<file path="src/rtl/acc_row_pkg.sv">
package acc_row_pkg;
    typedef enum logic [1:0] {
        ST_IDLE  = 2'd0,
        ST_RUN   = 2'd1,
        ST_FIN   = 2'd2,
        ST_FAULT = 2'd3
    } seq_state_t;

    localparam logic [1:0] GRP_RESERVED = 2'd3;
    localparam int         REG_COUNT    = 32;
    localparam int         REG_W        = $clog2(REG_COUNT);
endpackage

</file>
<file path="src/rtl/acc_row_origin.sv">
module acc_row_origin #(
    parameter int ROWS  = 64,
    parameter int ROW_W = $clog2(ROWS)
) (
    input  logic [31:0]      base_val,
    input  logic [1:0]       offs,
    input  logic [1:0]       grp,
    output logic [ROW_W:0]   stride,
    output logic [ROW_W-1:0] row0
);
    logic [31:0]      sum_w;
    logic [ROW_W-1:0] mask_w;

    always_comb begin
        stride = (ROW_W+1)'(ROWS) >> grp;
        mask_w = ROW_W'(stride - 1'b1);
        sum_w  = base_val + {28'd0, offs, 2'b00};
        row0   = sum_w[ROW_W-1:0] & mask_w & ~ROW_W'(3);
    end
endmodule

</file>
<file path="src/rtl/acc_row_stepper.sv">
module acc_row_stepper (
    input  logic       clk,
    input  logic       rst_n,
    input  logic       clear,
    input  logic       adv,
    input  logic [1:0] last_idx,
    output logic [1:0] sub,
    output logic [1:0] rix,
    output logic       final_step,
    output logic       reg_wrap
);
    assign reg_wrap   = (sub == 2'd3);
    assign final_step = reg_wrap && (rix == last_idx);

    always_ff @(posedge clk or negedge rst_n) begin
        if (!rst_n) begin
            sub <= 2'd0;
            rix <= 2'd0;
        end else if (clear) begin
            sub <= 2'd0;
            rix <= 2'd0;
        end else if (adv) begin
            sub <= sub + 2'd1;
            if (reg_wrap) rix <= rix + 2'd1;
        end
    end


    sub_step_chk: assert property (@(posedge clk) disable iff (!rst_n)
        (adv && !clear && !reg_wrap) |=> (sub == $past(sub) + 2'd1));
endmodule

</file>
<file path="src/rtl/acc_row_seq.sv">
module acc_row_seq
    import acc_row_pkg::*;
#(
    parameter int VEC_BITS = 512,
    localparam int ROWS    = VEC_BITS / 8,
    localparam int ROW_W   = $clog2(ROWS)
) (
    input  logic             clk,
    input  logic             rst_n,
    input  logic             start_i,
    input  logic [1:0]       base_sel_i,
    input  logic [31:0]      base_val_i,
    input  logic [1:0]       offs_i,
    input  logic [1:0]       grp_i,
    input  logic [4:0]       first_reg_i,
    input  logic             size_i,
    input  logic             wide_ok_i,
    output logic             valid_o,
    output logic [ROW_W-1:0] row_o,
    output logic [4:0]       src_reg_o,
    output logic [1:0]       sub_o,
    output logic [3:0]       base_reg_o,
    output logic             done_o,
    output logic             fault_o
);
    seq_state_t       state_q, state_d;
    logic [ROW_W:0]   stride_w, stride_q;
    logic [ROW_W-1:0] row0_w, cur_row_q;
    logic [4:0]       first_q;
    logic [1:0]       sel_q, last_q, sub_w, rix_w;
    logic             final_w, wrap_w, bad_req, accept;

    acc_row_origin #(.ROWS(ROWS), .ROW_W(ROW_W)) u_origin (
        .base_val (base_val_i),
        .offs     (offs_i),
        .grp      (grp_i),
        .stride   (stride_w),
        .row0     (row0_w)
    );

    acc_row_stepper u_step (
        .clk        (clk),
        .rst_n      (rst_n),
        .clear      (accept),
        .adv        (state_q == ST_RUN),
        .last_idx   (last_q),
        .sub        (sub_w),
        .rix        (rix_w),
        .final_step (final_w),
        .reg_wrap   (wrap_w)
    );

    assign bad_req = (size_i && !wide_ok_i) || (grp_i == GRP_RESERVED);
    assign accept  = (state_q == ST_IDLE) && start_i && !bad_req;

    always_comb begin
        state_d = state_q;
        unique case (state_q)
            ST_IDLE:  if (start_i) state_d = bad_req ? ST_FAULT : ST_RUN;
            ST_RUN:   if (final_w) state_d = ST_FIN;
            ST_FIN:   state_d = ST_IDLE;
            ST_FAULT: state_d = ST_IDLE;
        endcase
    end

    always_ff @(posedge clk or negedge rst_n) begin
        if (!rst_n) begin
            state_q   <= ST_IDLE;
            stride_q  <= '0;
            cur_row_q <= '0;
            first_q   <= '0;
            sel_q     <= '0;
            last_q    <= '0;
        end else begin
            state_q <= state_d;
            if (accept) begin
                stride_q  <= stride_w;
                cur_row_q <= row0_w;
                first_q   <= first_reg_i;
                sel_q     <= base_sel_i;
                last_q    <= 2'((3'd1 << grp_i) - 3'd1);
            end else if (state_q == ST_RUN && wrap_w) begin
                cur_row_q <= cur_row_q + ROW_W'(stride_q);
            end
        end
    end

    always_comb begin
        valid_o    = (state_q == ST_RUN);
        done_o     = (state_q == ST_FIN);
        fault_o    = (state_q == ST_FAULT);
        sub_o      = sub_w;
        row_o      = cur_row_q + ROW_W'(sub_w);
        src_reg_o  = first_q + {3'd0, rix_w};
        base_reg_o = {2'b10, sel_q};
    end


    row_lane_chk: assert property (@(posedge clk) disable iff (!rst_n)
        valid_o |-> (row_o[1:0] == sub_o));

    src_adv_chk: assert property (@(posedge clk) disable iff (!rst_n)
        (valid_o && sub_o == 2'd3 && !final_w) |=> (src_reg_o == $past(src_reg_o) + 5'd1));

    done_after_chk: assert property (@(posedge clk) disable iff (!rst_n)
        done_o |=> !valid_o && !done_o);

    fault_quiet_chk: assert property (@(posedge clk) disable iff (!rst_n)
        fault_o |=> !valid_o && !fault_o);

    busy_hold_chk: assert property (@(posedge clk) disable iff (!rst_n)
        (valid_o && sub_o != 2'd3) |=> (valid_o && src_reg_o == $past(src_reg_o)
                                        && base_reg_o == $past(base_reg_o)));
endmodule

</file>
<file path="config.mk">
export PLATFORM = sky130hd
export DESIGN_NAME = acc_row_seq
export DESIGN_NICKNAME = d
export VERILOG_FILES = /design/src/rtl/acc_row_pkg.sv /design/src/rtl/acc_row_origin.sv /design/src/rtl/acc_row_stepper.sv /design/src/rtl/acc_row_seq.sv
export SDC_FILE = /design/constraint.sdc
export NUM_CORES = 1
export LEC_CHECK = 0
export BUFFER_PORTS_ARGS = -buffer_cell sky130_fd_sc_hd__buf_2
export CAP_MARGIN = 0
export CELL_PAD_IN_SITES_DETAIL_PLACEMENT = 0
export CELL_PAD_IN_SITES_GLOBAL_PLACEMENT = 1
export CORE_ASPECT_RATIO = 0.5
export CORE_MARGIN = 2
export CORE_UTILIZATION = 35
export CTS_CLUSTER_SIZE = 8
export DETAILED_ROUTE_END_ITERATION = 8
export MAX_ROUTING_LAYER = met4
export PLACE_DENSITY = 0.94
export SETUP_SLACK_MARGIN = 0.5
export SYNTH_ARGS = -nofsm -noshare
export SYNTH_HDL_FRONTEND = slang
export SYNTH_SLANG_ARGS = --single-unit
</file>
<file path="constraint.sdc">
create_clock -name clk -period 4.6 [get_ports clk]
set_input_delay 0.69 -clock clk [delete_from_list [all_inputs] [get_ports clk]]
set_output_delay 0.69 -clock clk [all_outputs]
set_load 0.05 [all_outputs]
</file>
Word-level counts from Yosys, hierarchy flattened
Cells that the tools add are included.

cells by class
  add/subtract/negate cells = 8
  eq/ne operators = 8
  shifts and indexed selects = 2
  muxes and demuxes = 11
  bitwise gates (word level) = 1
  reduce and logical (&&, ||, !) cells = 15

operators with widths
  operator                                          number
  two-way mux 2 bit                                 8
  two-way mux 6 bit                                 2
  == test 2 bit, second input constant              4
  right shift 7 x 2 -> 6 bit, first input constant  1
  adder 6 x 2 -> 6 bit                              1
  adder 6 x 4 -> 6 bit                              1
  adder 6 bit                                       1
  AND 6 bit                                         1
  one-hot mux 2 bit (3 select lines)                1
  nonzero test 2 bit                                3
  subtractor 6 x 1 -> 6 bit, second input constant  1
  adder 5 x 2 -> 5 bit                              1
  logical AND 1 bit                                 5
  adder 2 x 1 -> 2 bit, second input constant       2
  AND reduction 2 bit                               2
  == test 2 x 1 -> 1 bit, second input constant     1
  == test 2 bit                                     1
  zero test 1 bit                                   2
  zero test 2 bit                                   1
  != test 2 x 1 -> 1 bit, second input constant     1
  != test 2 bit, second input constant              1
  OR reduction 2 bit                                1
  << shifter 1 x 2 -> 2 bit, first input constant   1
  subtractor 2 x 1 -> 2 bit, second input constant  1
  logical OR 1 bit                                  1

storage, ports and cells
  bits in registers = 27
  input bits = 48
  output and inout bits = 20
  logic and storage cells = 53

Logic depth before layout (Yosys ltp)
Gate-level depths: netlist of run 1.

  word-level depth = 7
  gate-level depth with buffers = 6
  depth with buffers taken out = 6

By module
Synthesis of run 1 repeated with hierarchy kept, for this count alone.

second synthesis, totals
  cells, all modules = 179
  area, all modules = 1893.1 sq um

modules (own cells, without submodules)
  module           instances  cells an instance  area an instance (sq um)  sequential area each (sq um)
  acc_row_seq      1          136                1508.9                    575.6
  acc_row_stepper  1          19                 220.2                     100.1
  acc_row_origin   1          24                 163.9                     0.0

Worst setup path after synthesis of run 1
OpenSTA, ideal clock, no wires.

  kind = register to output
  from = register u_step.rix[0]
  to = output src_reg_o[4]
  arrival = 1.898 ns
  required time = 3.910 ns
  slack = 2.012 ns
  stages on the path, launching flop included = 6
  path buffers = 0
  cell sequence = dfrtp_1 ha_1 inv_1 fa_1 nor2_1 xor2_1

between the ends
  word-level cells in the longest chain between the ends = 1

RTL lines
  what                    RTL line               RTL
  from (decl)             acc_row_stepper.sv:8   output logic [1:0] rix,
  from (signal assigned)  acc_row_stepper.sv:24  if (reg_wrap) rix <= rix + 2'd1;
  adder 5 x 2 -> 5 bit    acc_row_seq.sv:94      src_reg_o = first_q + {3'd0, rix_w};
  to (decl)               acc_row_seq.sv:20      output logic [4:0] src_reg_o,

No other way between the ends.

Final worst setup path of run 1
Same ends and word-level chain as after synthesis.

==> run metrics, run 1 <==
CP cell instances=ha_1, inv_1, fa_1, nor2_1, xor2_1, buf_2; top-count cell post-synth=dfrtp_1; Yosys top cell area share=41.2%; Sequential Power Share=29.0%; synthesized area=1340 µm²; Antenna Cells=0; Peak VDD IR=246 µV; PortBufs=37; outcome=finished clean; Synth Register Bits=22; vias in the first global route=864; max cap viols=0; Setup TNS=0 ns; I/O pins=68; area grow syn2layout=18.3%; Req. time, crit path=3.91 ns; Synth warnings=0; synth top area cells=dfrtp_1 (41%), ha_1 (6.6%), mux2_2 (5.9%); Slew Viols, Final=0; Rel. slew slack=43.9%; min-delay worst type=in -> async; nets=212; clk root buf=clkbuf_8; Avg Cell Area, Syn=11.2 µm²; Slew @ Worst Pin=0.837 ns; # DRC=0; initial core utilization=37.6%; Vias/cell=4.60; CP Launch Type=flop; Clock Latency Late Sink=0.26 ns; Post-Route WL=2340 µm; f_max=378 MHz; Slowest-stage cell, CP=dfrtp_1; Leakage=0.000801 µW; final period utilization=57.5%; Resized cells post-CTS=0; hpwl dp=1910 µm; final setup fails=0; fillcell total=324; top cells by count, synth=dfrtp_1 (22), inv_1 (9), ha_1 (7), mux2_2 (7); CTS Hold Bufs=0; WL/cell=11.5 µm; clock share of power=8.8%; Max Clock Skew=0.00372 ns; Clock transition at path regs=0.07 ns; Initial DRC Count=60; worst hold slack=0.383 ns; Cells after Synth=119; post-synthesis async set-or-reset flop share=100%; Die Wd=91.3 µm; CTS H-Tree Depth=1; Worst path max stage delay=0.43 ns; clock sinks=22; Clock Path Buffers=2; num rows=15; RSZ-0062 raised after global routing=no; Overflow after GRT=0; TritonRoute pass-1 iters=4; internal power=602 µW; Hold Fails Final Rpt=0; Period minus WS final=2.64 ns; initial antenna violation count=0; register area=551 µm²; Comb pwr share=62.1%; die area=4350 µm²; Power per Cell Area=810 nW/µm²; P_sw=677 µW; CTS tree=built; DRT antenna net count=0; largest net degree at the start of global routing=23; arrival time worst endpoint=1.95 ns; synth unique cells=38; WP buf/inv=2; first-pass GRT wire length=3870 µm; number of synthesized flops with an enable pin=0; Die Y=47.7 µm; area leader, netlist=dfrtp_1; Total GRT Usage=11.9%; Crit Path Category=reg -> out; CTS Buf Count=3; share of cells above drive strength 1=36.2%; Via Count=934; Setup crit end kind=primary output; core area=3550 µm²; Multi-input gate area=704 µm²; Top delay family on crit path=adder cells; GP Congestion=0.824; post-CTS setup buffers=0; Synth Flop Type=dfrtp_1; Max FO, Critical Path=4; sequential element share of the synthesized area=41.2%; Sw Share=52.9%
per-layer routing:
layer / track usage [%] / part of all wire [%] / up-vias
met5: - / 0 / -
met4: 4.55 / 1.2 / 0
met3: 1.89 / 3.1 / 4
met2: 20.6 / 46 / 17
met1: 14.6 / 49 / 447
li1: - / - / 466
state kept, by name (all words and copies together) (netlist names):
register and cells:
first_q 5, u_step.sub 2, last_q 2, state_q 2
sel_q 2, stride_q 3, cur_row_q 4, u_step.rix 2
final cells by class:
type                       count  share of cell area (%)
clock buffer                   3                    2.61
inverter                       9                    2.14
multi-input combinational     81                    44.6
sequential                    22                    34.9
tap                           51                    4.04
timing repair buffer          37                    11.7
path summary, 6_finish.rpt:
kind	from	to	slack (ns)	cells after the start
worst max-delay path	u_step.rix[0]	src_reg_o[4]	1.96	6
worst min-delay path	rst_n	first_q[4]	0.38	1
worst max register to register	state_q[0]	sel_q[1]	2.45	3
worst min register to register	stride_q[3]	stride_q[3]	0.50	1
max in group asynchronous	rst_n	cur_row_q[2]	3.89	1
min in group clk	stride_q[3]	stride_q[3]	0.50	1
power groups by stage:
stage	Sequential (µW)	Clock (µW)	Combinational [µW]
after floorplan	412	0	621
after global placement	368	0	791
after detailed placement	375	0	801
after CTS	371	118	804
after global routing	385	122	856
final	371	113	795
placed cells by master (no fill, tap or decap), drive strengths merged, types with 2 or more instances in the layout:
cell type  netlist  routed
o2bb2ai          2       2
dfrtp           22      22
nor3             3       3
nor2b            3       3
nor4             2       2
mux2            11      11
nand2            4       4
ha               7       7
nand4b           2       2
clkbuf           3       3
buf              5      37
xnor2            6       6
nand3            2       2
nor2             6       6
inv              9       9
mux2i            3       3
a21oi            2       2
conb             2       3
fa               3       3
xor2             6       6
and2             3       3
per-stage QoR:
stage / utilization, % / cells / total power (µW) / area, µm² / worst slack (ns)
after global routing: 44.5 / 203 / 1360 / 1580 / 1.85
after floorplan: - / 120 / 1030 / 1340 / 2.01
after global placement: 43.4 / 200 / 1160 / 1540 / 2.16
after detailed placement: 43.4 / 200 / 1180 / 1540 / 2.16
after CTS: 44.5 / 203 / 1290 / 1580 / 1.96
final: 44.5 / 203 / 1280 / 1580 / 1.96
logic make-up (layout without fill, tap and decap cells):
| group | Yosys count | in the layout | synth area share [%] |
|---|---|---|---|
| buf+inv | 17 | 49 | 6.28 |
| fa+ha+maj | 10 | 10 | 11.1 |
| mux | 14 | 14 | 12.7 |
| other cells | 2 | 3 | 0.563 |
| compound gates | 12 | 12 | 7.12 |
| xor+xnor | 12 | 12 | 7.87 |
| simple gates | 30 | 30 | 13.2 |
| flops | 22 | 22 | 41.2 |
Note: power is estimated with default switching activity, not from simulation.
==> run 2, diff against run 1 <==
--- a/config.mk
+++ b/config.mk
@@ -11,11 +11,11 @@
 export CELL_PAD_IN_SITES_GLOBAL_PLACEMENT = 1
 export CORE_ASPECT_RATIO = 0.5
 export CORE_MARGIN = 2
-export CORE_UTILIZATION = 35
+export CORE_UTILIZATION = 30
 export CTS_CLUSTER_SIZE = 8
 export DETAILED_ROUTE_END_ITERATION = 8
 export MAX_ROUTING_LAYER = met4
-export PLACE_DENSITY = 0.94
+export PLACE_DENSITY = 0.86
 export SETUP_SLACK_MARGIN = 0.5
 export SYNTH_ARGS = -nofsm -noshare
 export SYNTH_HDL_FRONTEND = slang
==> constraint.sdc (replaced) <==
create_clock -name clk -period 2.35 [get_ports clk]
set_input_delay 0.3525 -clock clk [delete_from_list [all_inputs] [get_ports clk]]
set_output_delay 0.3525 -clock clk [all_outputs]
set_load 0.05 [all_outputs]
==> run metrics, run 2 (same netlist as run 1, synthesis figures left out) <==
PortBufs=37; Max FO, Critical Path=2; CTS H-Tree Depth=1; clk root buf=clkbuf_8; Peak VDD IR=639 µV; WP buf/inv=3; Slew @ Worst Pin=0.521 ns; Setup TNS=0 ns; Period minus WS final=2.05 ns; I/O pins=68; CP Launch Type=flop; Finished Layout Cells=215; CTS tree=built; vias in the first global route=939; Rel. slew slack=65.2%; initial core utilization=30.8%; f_max=488 MHz; area grow syn2layout=30.3%; Die Y=51.2 µm; Clock Latency Late Sink=0.27 ns; GP Congestion=0.745; Worst path max stage delay=0.36 ns; Die Wd=98.3 µm; Overflow after GRT=0; Hold Fails Final Rpt=0; Clock Path Buffers=2; # DRC=0; clock sinks=22; Slowest-stage cell, CP=dfrtp_1; min-delay worst type=in -> async; RSZ-0062 raised after global routing=yes; Req. time, crit path=2.00 ns; Post-Route WL=2710 µm; Placed Cells=208; CTS Buf Count=3; num rows=17; Clock transition at path regs=0.08 ns; Initial DRC Count=60; most frequent cells in the layout=buf_2 (33), dfrtp_1 (22), inv_1 (7), mux2_2 (7), ha_1 (6); fillcell total=424; Vias/cell=4.61; core area=4340 µm²; most flop-heavy register=first_q; nets=217; die area=5030 µm²; cell area after layout=1740 µm²; Total GRT Usage=11.3%; Top Registers=first_q (5), cur_row_q (4), stride_q (3); Leakage=0.000865 µW; Max Clock Skew=0.00393 ns; arrival time worst endpoint=1.70 ns; TritonRoute pass-1 iters=4; outcome=finished clean; final core occ=40.1%; largest net degree at the start of global routing=23; most common cell after layout, fill and taps aside=buf_2; DRT antenna net count=0; first-pass GRT wire length=4420 µm; Antenna Cells=0; share of cells above drive strength 1=45.6%; final setup fails=0; Via Count=992; Slew Viols, Final=0; Top delay family on crit path=adder cells; Crit Path Category=reg -> out; final period utilization=87.1%; max reg flops=5; hpwl dp=1960 µm; Setup crit end kind=primary output; WL/cell=12.6 µm; CP cell instances=ha_2, inv_2, fa_2, buf_4, xnor2_2, buf_6; initial antenna violation count=0; max cap viols=0; Power per Cell Area=1690 nW/µm²; Placed Instance Area=1600 µm²
## run 2: timing repair
item,in CTS,in global routing
buffers inserted,3,0
hold buffers,0,0
endpoints found under the hold margin,0,0
gates resized for setup,16,0
pin swaps,2,2
endpoints found under the setup margin,8,4
## run 2: report_power, final
group / internal [µW] / total [µW] / switching (µW)
Sequential: 553 / 721 / 168
Clock: 228 / 357 / 129
Combinational: 709 / 1860 / 1150
## run 2: layout make-up
| cell class | count | area, µm² | area share [%] |
|---|---|---|---|
| Sequential cell | 22 | 551 | 31.7 |
| Timing Repair Buffer | 42 | 251 | 14.5 |
| Tap cell | 57 | 71.3 | 4.10 |
| Inverter | 9 | 33.8 | 1.94 |
| Clock inverter | 1 | 30.0 | 1.73 |
| Clock buffer | 3 | 41.3 | 2.37 |
| Multi-Input combinational cell | 81 | 761 | 43.7 |
## run 2: through the flow
step / total power (µW) / hold WS, ns / worst slack (ns)
final: 2940 / 0.0431 / 0.302
after global routing: 3090 / 0.0829 / 0.222
after CTS: 2960 / 0.0577 / 0.306
after detailed placement: 2390 / 0.350 / 0.236
after global placement: 2360 / 0.343 / 0.245
after floorplan: 2090 / 0.0569 / 0.371
## run 2: path summary, 6_finish.rpt
| kind | startpoint | slack (ns) | depth (start not counted) | endpoint |
|---|---|---|---|---|
| hold reg to reg | stride_q[3] | 0.50 | 1 | stride_q[3] |
| max in group asynchronous | rst_n | 1.97 | 1 | last_q[1] |
| min in group clk | base_sel_i[1] | 0.31 | 2 | sel_q[1] |
| hold / removal | rst_n | 0.04 | 1 | first_q[1] |
| setup / recovery | u_step.rix[0] | 0.30 | 6 | src_reg_o[2] |
| setup reg to reg | state_q[1] | 0.56 | 3 | stride_q[5] |
## run 2: routing by layer
layer	vias up	global-route usage [%]	wire length, µm
met3	7	0.821	102
met5	-	-	0
met1	483	13.6	1190
met2	25	20.2	1360
met4	0	4.79	51
li1	477	-	-
==> run 3, diff against run 2 <==
==> constraint.sdc (replaced) <==
create_clock -name clk -period 1.68 [get_ports clk]
set_input_delay 0.252 -clock clk [delete_from_list [all_inputs] [get_ports clk]]
set_output_delay 0.252 -clock clk [all_outputs]
set_load 0.02 [all_outputs]
==> run metrics, run 3 (same netlist as run 1, synthesis figures left out) <==
initial core utilization=30.8%; clock share of power=8.1%; Max FO, Critical Path=2; Slew Viols, Final=0; most flop-heavy register=first_q; f_max=518 MHz; area grow syn2layout=63.9%; cell area after layout=2190 µm²; CTS tree=built; max cap viols=0; share of cells above drive strength 1=63.8%; r2r setup slk=-0.01 ns; Clock transition at path regs=0.08 ns; clock sinks=22; TritonRoute pass-1 iters=4; Period minus WS final=1.93 ns; core area=4340 µm²; Multi-input gate area=918 µm²; Via Count=1,110; Placed Instance Area=1670 µm²; GP Congestion=0.716; Sequential Power Share=25.1%; WL/cell=14.5 µm; final setup fails=6; Crit Path Category=reg -> out; Initial DRC Count=77; Die Y=51.2 µm; Clock Latency Late Sink=0.26 ns; max reg flops=5; Vias/cell=4.59; CP Launch Type=flop; Top Registers=first_q (5), cur_row_q (4), stride_q (3); CTS H-Tree Depth=1; CTS Buf Count=3; RSZ-0062 raised after global routing=yes; largest net degree at the start of global routing=23; min-delay worst type=in -> reg; Post-Route WL=3520 µm; Overflow after GRT=0; nets=244; Sw Share=39.7%; vias in the first global route=1,066; Comb pwr share=66.8%; Leakage=0.00105 µW; FF-to-FF Start=state_q[0]; first-pass GRT wire length=4940 µm; Hold EP=first_q[0]; failing checks=setup timing; num rows=17; Antenna Cells=0; # DRC=0; final period utilization=115%; most frequent cells in the layout=buf_6 (28), buf_2 (24), dfrtp_1 (19); die area=5030 µm²; HP Start=first_reg_i[0]; PortBufs=37; Slew @ Worst Pin=0.884 ns; hpwl dp=2090 µm; P_sw=1650 µW; Die Wd=98.3 µm; Req. time, crit path=1.43 ns; outcome=finished with violations; Power per Cell Area=1900 nW/µm²; fillcell total=373; Setup crit end kind=primary output; Max Clock Skew=0.00789 ns; Clock Path Buffers=2; I/O pins=68; Reg2Reg Depth=3; DRT antenna net count=0; initial antenna violation count=0; register area=554 µm²; Rel. slew slack=40.9%; internal power=2510 µW; arrival time worst endpoint=1.68 ns; RR Endpoint=stride_q[5]; Hold Fails Final Rpt=0; most common cell after layout, fill and taps aside=buf_6; Total GRT Usage=12.7%; WHS Path Cells=2; clk root buf=clkbuf_8; worst setup margin=-0.252 ns; Peak VDD IR=631 µV; Tot Pwr=4160 µW
## run 3: cell count changes in the layout (fill, tap and decap cells not counted), sizes merged
cell and delta:
buf +26, bufinv -1, clkbuf +1, dlygate4sd3 +1
## run 3: how the worst max path moves through the flow
stage               depth (start not counted)  startpoint            to
detailed placement                          3  state_q[0]   stride_q[5]
global route                                6  first_q[0]  src_reg_o[4]
global placement                            3  state_q[0]   stride_q[4]
floorplan                                   4  state_q[1]  cur_row_q[2]
CTS                                         6  first_q[0]  src_reg_o[2]
finish                                      6  first_q[0]  src_reg_o[4]
## run 3: power by group through the flow
| stage | logic, µW | registers [µW] | clock network, µW |
|---|---|---|---|
| 3_3_place_gp | 1800 | 1000 | 0 |
| 4_1_cts | 2510 | 1030 | 337 |
| 5_1_grt | 2970 | 1080 | 371 |
| 2_1_floorplan | 1340 | 1050 | 0 |
| 6_report | 2780 | 1040 | 336 |
| 3_5_place_dp | 1840 | 1030 | 0 |
## run 3: layout make-up
| class | instances | area share [%] |
|---|---|---|
| inverters | 9 | 1.54 |
| well taps | 57 | 3.26 |
| multi-input cells | 81 | 42.0 |
| flip-flops and latches | 22 | 25.3 |
| repair buffers | 69 | 25.8 |
| clock buffers | 4 | 2.06 |
## run 3: critical path, stage by stage, from the launching register on
cell and delay (ns):
dfrtp_1 0.40, ha_4 0.15, inv_2 0.03, fa_2 0.37, nor2_4 0.14, xor2_2 0.16, buf_4 0.17
## run 3: layer usage
metal / global-route usage, % / vias up / share of wire [%] / wire length (µm)
met4: 2.74 / 0 / 0.91 / 32
met1: 15.9 / 560 / 46 / 1610
met2: 22.1 / 18 / 51 / 1800
met3: 2.19 / 4 / 2.0 / 70
met5: - / - / 0 / 0
li1: - / 528 / - / -
## run 3: through the flow
step	setup slack (ns)	utilization [%]	setup TNS, ns	hold WS [ns]	cells
2_1_floorplan	-0.0140	-	-0.0595	-0.0436	120
3_3_place_gp	-0.0333	38.4	-0.126	0.236	214
3_5_place_dp	-0.0391	38.4	-0.150	0.238	214
4_1_cts	-0.239	47.6	-0.627	0.219	233
5_1_grt	-0.322	50.4	-1.21	0.209	242
6_report	-0.252	50.4	-0.634	0.217	242
## run 3: repair_timing
action                                  CTS  global route
endpoints found under the hold margin    22             0
buffers inserted                         14             9
hold buffers                              1             0
pin swaps                                10             7
cloned                                    0             0
endpoints found under the setup margin   33            35
resized for setup                        58            14
